===== src/rtl/tmr_pkg.sv =====
package tmr_pkg;
    typedef enum logic {ST_STOP = 1'b0, ST_RUN = 1'b1} tmr_state_e;

    // word indexes on the register bus
    localparam int REG_LOAD = 0;
    localparam int REG_CUR  = 1;
    localparam int REG_CTRL = 2;
    localparam int REG_EOI  = 3;
    localparam int REG_STAT = 4;

    // control word bit positions
    localparam int CTL_EN     = 0;
    localparam int CTL_RELOAD = 1;
    localparam int CTL_MASK   = 2;
    localparam int CTL_W      = 3;
endpackage


===== src/rtl/tmr_regs.sv =====
module tmr_regs
    import tmr_pkg::*;
#(
    parameter int CNT_W  = 32,
    parameter int ADDR_W = 3
) (
    input  logic              clk,
    input  logic              rst_n,
    input  logic              bus_sel,
    input  logic              bus_wr,
    input  logic [ADDR_W-1:0] bus_addr,
    input  logic [CNT_W-1:0]  bus_wdata,
    input  logic [CNT_W-1:0]  count,
    input  logic              pending,
    output logic [CNT_W-1:0]  load_val,
    output logic [CTL_W-1:0]  ctrl_q,
    output logic              ctrl_we,
    output logic              eoi_ack,
    output logic [CNT_W-1:0]  bus_rdata,
    output logic              irq
);
    logic load_we;
    logic visible;

    assign load_we = bus_sel &&  bus_wr && (bus_addr == ADDR_W'(REG_LOAD));
    assign ctrl_we = bus_sel &&  bus_wr && (bus_addr == ADDR_W'(REG_CTRL));
    assign eoi_ack = bus_sel && !bus_wr && (bus_addr == ADDR_W'(REG_EOI));
    assign visible = pending && !ctrl_q[CTL_MASK];
    assign irq     = visible;

    always_ff @(posedge clk or negedge rst_n) begin
        if (!rst_n) begin
            load_val <= '0;
            ctrl_q   <= '0;
        end else begin
            if (load_we) load_val <= bus_wdata;
            if (ctrl_we) ctrl_q   <= bus_wdata[CTL_W-1:0];
        end
    end

    always_comb begin
        bus_rdata = '0;
        if (bus_sel && !bus_wr) begin
            unique case (bus_addr)
                ADDR_W'(REG_LOAD): bus_rdata = load_val;
                ADDR_W'(REG_CUR):  bus_rdata = count;
                ADDR_W'(REG_CTRL): bus_rdata = CNT_W'(ctrl_q);
                ADDR_W'(REG_STAT): bus_rdata = CNT_W'(visible);
                default:           bus_rdata = '0;
            endcase
        end
    end
endmodule


===== src/rtl/tmr_core.sv =====
module tmr_core
    import tmr_pkg::*;
#(
    parameter int CNT_W = 32
) (
    input  logic             clk,
    input  logic             rst_n,
    input  logic             ctrl_we,
    input  logic             en_wr,
    input  logic             reload_mode,
    input  logic [CNT_W-1:0] load_val,
    input  logic             eoi_ack,
    output logic [CNT_W-1:0] count,
    output logic             pending,
    output tmr_state_e       state
);
    tmr_state_e state_q, state_d;
    logic       running;
    logic       expire;

    always_ff @(posedge clk or negedge rst_n) begin
        if (!rst_n) state_q <= ST_STOP;
        else        state_q <= state_d;
    end

    always_comb begin
        state_d = state_q;
        unique case (state_q)
            ST_STOP: if (ctrl_we &&  en_wr) state_d = ST_RUN;   // start
            ST_RUN:  if (ctrl_we && !en_wr) state_d = ST_STOP;  // halt (retune keeps RUN)
            default: state_d = ST_STOP;
        endcase
    end

    assign running = (state_q == ST_RUN) && (state_d == ST_RUN);
    assign expire  = running && (count == '0);

    always_ff @(posedge clk or negedge rst_n) begin
        if (!rst_n) begin
            count   <= '0;
            pending <= 1'b0;
        end else begin
            if (state_q == ST_STOP && state_d == ST_RUN) begin
                count <= load_val;
            end else if (running) begin
                if (count == '0) count <= reload_mode ? load_val : '1;
                else             count <= count - 1'b1;
            end
            if (expire)       pending <= 1'b1;
            else if (eoi_ack) pending <= 1'b0;
        end
    end

    assign state = state_q;
endmodule


===== src/rtl/count_timer.sv =====
module count_timer
    import tmr_pkg::*;
#(
    parameter int CNT_W  = 32,
    parameter int ADDR_W = 3
) (
    input  logic              clk,
    input  logic              rst_n,
    input  logic              bus_sel,
    input  logic              bus_wr,
    input  logic [ADDR_W-1:0] bus_addr,
    input  logic [CNT_W-1:0]  bus_wdata,
    output logic [CNT_W-1:0]  bus_rdata,
    output logic              irq
);
    logic [CNT_W-1:0] load_val;
    logic [CNT_W-1:0] count;
    logic [CTL_W-1:0] ctrl_q;
    logic             ctrl_we;
    logic             eoi_ack;
    logic             pending;
    tmr_state_e       state;

    tmr_regs #(.CNT_W(CNT_W), .ADDR_W(ADDR_W)) u_regs (
        .clk(clk), .rst_n(rst_n),
        .bus_sel(bus_sel), .bus_wr(bus_wr), .bus_addr(bus_addr), .bus_wdata(bus_wdata),
        .count(count), .pending(pending),
        .load_val(load_val), .ctrl_q(ctrl_q), .ctrl_we(ctrl_we), .eoi_ack(eoi_ack),
        .bus_rdata(bus_rdata), .irq(irq)
    );

    tmr_core #(.CNT_W(CNT_W)) u_core (
        .clk(clk), .rst_n(rst_n),
        .ctrl_we(ctrl_we), .en_wr(bus_wdata[CTL_EN]), .reload_mode(ctrl_q[CTL_RELOAD]),
        .load_val(load_val), .eoi_ack(eoi_ack),
        .count(count), .pending(pending), .state(state)
    );
endmodule


===== config.mk =====
export PLATFORM = sky130hd
export DESIGN_NAME = count_timer
export DESIGN_NICKNAME = d
export VERILOG_FILES = /design/src/rtl/tmr_pkg.sv /design/src/rtl/tmr_regs.sv /design/src/rtl/tmr_core.sv /design/src/rtl/count_timer.sv
export SDC_FILE = /design/constraint.sdc
export NUM_CORES = 1
export LEC_CHECK = 0
export ABC_AREA = 1
export BUFFER_PORTS_ARGS = -buffer_cell sky130_fd_sc_hd__buf_2
export CELL_PAD_IN_SITES_DETAIL_PLACEMENT = 0
export CELL_PAD_IN_SITES_GLOBAL_PLACEMENT = 1
export CORE_MARGIN = 10
export CORE_UTILIZATION = 41
export DETAILED_ROUTE_END_ITERATION = 7
export PLACE_DENSITY_LB_ADDON = 0.1
export SYNTH_ARGS = -nofsm -noshare
export SYNTH_HDL_FRONTEND = slang
export SYNTH_SLANG_ARGS = --single-unit
export TNS_END_PERCENT = 100

===== constraint.sdc =====
create_clock -name clk -period 1.9 [get_ports clk]
set_input_delay 0.285 -clock clk [delete_from_list [all_inputs] [get_ports clk]]
set_output_delay 0.285 -clock clk [all_outputs]
set_load 0.05 [all_outputs]

* After elaboration in Yosys (flattened, before gate mapping)
Cells that the tools add are included.
** Storage, ports and cells
- Register bits after elaboration :: 69
- Bits of input ports :: 39
** Operators by class
- Bitwise logic cells :: 1
- $add $sub $neg :: 1
- Eq/ne operators :: 4
- Reduce and logical (&&, ||, !) cells :: 18
- Multiplexer cells :: 11
** Operator list (count)
- $mux W32 :: 5
- $pmux W32 S4 :: 1
- $logic_not A32 Y1 :: 1
- $sub A32 B1 Y32 const B :: 1
- $logic_and A1 B1 Y1 :: 11
- $eq A3 B2 Y1 const B :: 2
- $mux W1 :: 4
- $reduce_bool A2 Y1 :: 2
- $eq A3 B1 Y1 const B :: 1
- $eq A3 B3 Y1 const B :: 1
- $logic_not A1 Y1 :: 3
- $logic_not A3 Y1 :: 1
- $pmux W1 S2 :: 1
- $not A1 Y1 :: 1

* Longest topological paths before layout
- Depth after elaboration :: 8
- Depth in mapped cells :: 12
- Gate-level depth less buffers :: 12

* Modules after synthesis
Synthesis repeated with hierarchy kept, for this count alone.
** Second synthesis, totals
- Cells, all modules :: 775
- Area, all modules :: 4943.5 um^2
** By module, submodules not included
- tmr_core :: instances 1, area each 3001.6 um^2, cells an instance 493, sequential area each 850.8 um^2
- tmr_regs :: instances 1, area each 1941.9 um^2, cells an instance 282, sequential area each 875.8 um^2

* Worst setup path after synthesis
Ideal clock, no wire load.
- Kind :: register to output
- Start :: register u_regs.ctrl_q[2]
- End :: output port bus_rdata[0]
- Path buffers :: 0
- Cell stages (with the launch flop) :: 6
- Arrival :: 1603 ps
- Required time :: 1615 ps
- Slack :: 12 ps
- Cell sequence :: dfrtp_1 > inv_1 > nand2_1 > inv_1 > a311oi_1 > nor2_1
** Between the ends
- Longest elaborated chain between the ends :: 4
** Ends and longest elaborated chain
- from (decl) :: line tmr_regs.sv:16 : output logic [CTL_W-1:0] ctrl_q,
- from (signal assigned) :: line tmr_regs.sv:37 : if (ctrl_we) ctrl_q <= bus_wdata[CTL_W-1:0];
- $logic_not A1 Y1 :: line tmr_regs.sv:28 : assign visible = pending && !ctrl_q[CTL_MASK];
- $logic_and A1 B1 Y1 :: line tmr_regs.sv:28
- named net irq :: line count_timer.sv:14 : output logic irq
- $pmux W32 S4 :: line tmr_regs.sv:44 : unique case (bus_addr)
- $mux W32 :: line tmr_regs.sv:43 : if (bus_sel && !bus_wr) begin
- to (decl) :: line count_timer.sv:13 : output logic [CNT_W-1:0] bus_rdata,
The timed path passes the listed nets, and every way through them passes these cells.

* Final worst setup path
- Start :: register u_regs.ctrl_q[1]
- End :: output port bus_rdata[1]
** Between the ends
- Longest elaborated chain between the ends :: 2
** Ends and longest elaborated chain (line)
- $pmux W32 S4 :: tmr_regs.sv:44
- $mux W32 :: tmr_regs.sv:43
Every way passes these cells.

==> impl_metrics.toml <==
[run_status]
status = "completed"

[yosys]
ys.flop_type = "dfrtp_1"
synth_top_area_share_pct = 36.00
synth_most_common_cell = "nand2_1"
synth_area_leaders = "dfrtp_1, nand2_1, inv_1"
yosysSeqAreaShare_pct = 36.00
syn_inst = 735
syn_area_per_cell_um2 = 6.525
synth-edff-count = 0
ys_warn_count = 0
ys_types = 32
synth.cells.most_frequent = "nand2_1, inv_1, nor2_1"
syn_area_um2 = 4796
synth-async-reset-ratio_pct = 100.0
synth_area_leader_cell = "dfrtp_1"
syn_nets = 776
ys_ff_latch = 69

[pwr]
power_density_nw_per_um2 = 1237
leakage_nw = 3.093
peakVddDrop_mv = 0.7096
power.total_w = 0.007474

[die]
rows = 39
dieWidth_um = 128.2
start_util_pct = 42.00
die_y_um = 128.2
dieArea_um2 = 16420
core_area_um2 = 11420
pin_count = 72

[clock_tree]
cts_made_buffers = 9
h-tree-depth = 3
clk_root_buffer_cell = "clkbuf_16"
cts_tree = "yes"
cts_buffer_depth = 2
cts_sinks = 69
insertion_delay_ns = 0.35
path_clk_slew_ns = 0.05

[detailed_routing]
antenna_left = 0
drt_iter0_drc = 318
wirelength_um = 15820
first_pass_iters = 6
viasPerCell = 5.087
routedWlPerCell_um = 15.97
vias = 5041
drc_errors = 0

[worst_hold_path]
whs_endpoint = "u_regs.ctrl_q[1]$_DFFE_PN0P_"
min_delay_path_depth = 3
hp-class = "input pin to flop"
hold_start = "bus_wdata[1]"

[grt]
grt_pass1_wl_um = 26180
grt_use_total_pct = 19.77
grt_max_degree = 70
grt_overflow = 0
grt_pass1_vias = 5035
antenna_found_initial = 0

[setup_path]
start_kind = "flop"
crit_arrival_ns = 1.51
r2r_slack_ns = 0.11
path_cells = "clkinv_1, nor2_1, o21ai_0, inv_1, clkbuf_4"
cp_slowest_cell = "dfrtp_1"
worstPathRequired_ns = 1.62
path_class = "flop to output port"
r2r-end = "u_core.count[31]$_DFFE_PN0P_"
rr_startpoint = "u_core.count[8]$_DFFE_PN0P_"
end_kind = "output port"
worstPathMaxFanout = 7
critical_path.max_stage_delay_ns = 0.50
rr_worst_depth = 11

[cells_and_area]
diodes = 0
syn_to_final_growth_pct = 25.96
drive_above_1_share_pct = 21.11
nNetsFinal = 887

[sta]
hold_violations = 0
finalSetupTns_ns = 0
slew_headroom_pct = 57.69
slew_violations = 0
tightest_slew_ns = 0.6347
fin_crit_sh_pct = 94.34
clock_skew_ns = 0.006592
setup_violations = 0
period_minus_slack_ns = 1.792
fmax_mhz = 557.9

[job]
cap_violations = 0

[placement]
gp_congestion = 0.9412
hpwl_um = 12010
portBuffers = 71
## cell type report
type | count | area [um2]
timing repair buffer | 125 | 837.1
clock inverter | 2 | 35.03
multi-input combinational | 499 | 2474
sequential | 69 | 1729
inverter | 142 | 534.3
fill | 1216 | 5378
tap | 143 | 178.9
clock buffer | 11 | 252.7
## registers in the layout (all words and copies together), names as in the netlist
name,count
u_core.state,1
u_core.pending,1
u_core.count,32
u_regs.ctrl_q,3
u_regs.load_val,32
## worst max-delay path, delay by kind of cell, from the launching register on
family | cells | cell delay, ns
flip-flops | 1 | 0.50
buffers and inverters | 3 | 0.43
AO/OA/AOI/OAI | 1 | 0.10
AND/OR/NAND/NOR | 1 | 0.12
## what timing repair did
action                                 CTS  global route
setup buffers                            0             1
endpoints found under the hold margin   69             0
gates resized for setup                  0            46
setup endpoints to repair                0            43
hold buffers                             1             0
## kinds of logic after synthesis
kind of cell / share of synthesized area [%]
AOI/OAI and AO/OA: 15.00
xor gates and xnor gates: 2.922
adders and majority gates: 0.5217
buffers and inverters: 13.98
DFF: 36.00
and+or+nand+nor: 31.57
## routing by layer
layer  up-vias  global-route usage, %  routed length [um]  part of all wire, %
li1       2535                      -                   -                    -
met1      2323                  25.98                7419                   47
met2       156                  29.89                7000                   44
met5         -                      0                   0                    0
met3        27                  6.038                1053                  6.7
met4         0                  7.219                 349                  2.2
## where the power goes
| part | internal, W | switching [W] |
|---|---|---|
| clock | 0.00106 | 0.000641 |
| combinational | 0.00127 | 0.00202 |
| sequential | 0.00198 | 0.000496 |
## how the worst max path moves through the flow
| stage | from | endpoint | slack [ns] | cells after the start |
|---|---|---|---|---|
| after floorplan | u_regs.ctrl_q[2]$_DFFE_PN0P_ | bus_rdata[0] | 0.01 | 5 |
| after global placement | u_core.count[24]$_DFFE_PN0P_ | u_core.count[30]$_DFFE_PN0P_ | 0.08 | 11 |
| after detailed placement | u_core.count[0]$_DFFE_PN0P_ | u_core.count[14]$_DFFE_PN0P_ | 0.08 | 10 |
| after CTS | u_core.count[0]$_DFFE_PN0P_ | bus_rdata[0] | 0.03 | 6 |
| after global routing | u_core.count[19]$_DFFE_PN0P_ | u_core.count[17]$_DFFE_PN0P_ | -0.009 | 11 |
| final | u_regs.ctrl_q[1]$_DFFE_PN0P_ | bus_rdata[1] | 0.11 | 5 |
## stage by stage
step                      cell area, um2  setup WS, ns  instances  hold WS [ns]  util [%]
after floorplan                     4796       0.01191        735      -0.01059         -
after global placement              5622       0.08130        976        0.3471     49.23
after detailed placement            5622       0.07702        976        0.3515     49.23
after CTS                           5919       0.02927        990        0.1566     51.84
after global routing                6041     -0.008510        991        0.1670     52.90
final                               6041        0.1076        991        0.1653     52.90
## placed cells by master, fill, tap and decap left out, drive strengths merged, types with 2 or more instances in the layout
cell	count
buf	116
o21bai	2
nor2	136
clkbuf	19
ha	2
inv	140
xor2	15
nand4	4
dfrtp	69
clkinv	3
nor3	4
o21ai	30
nand3	54
a21oi	36
o22ai	57
nand2	155
No activity file was read; power rests on OpenSTA's default activity.
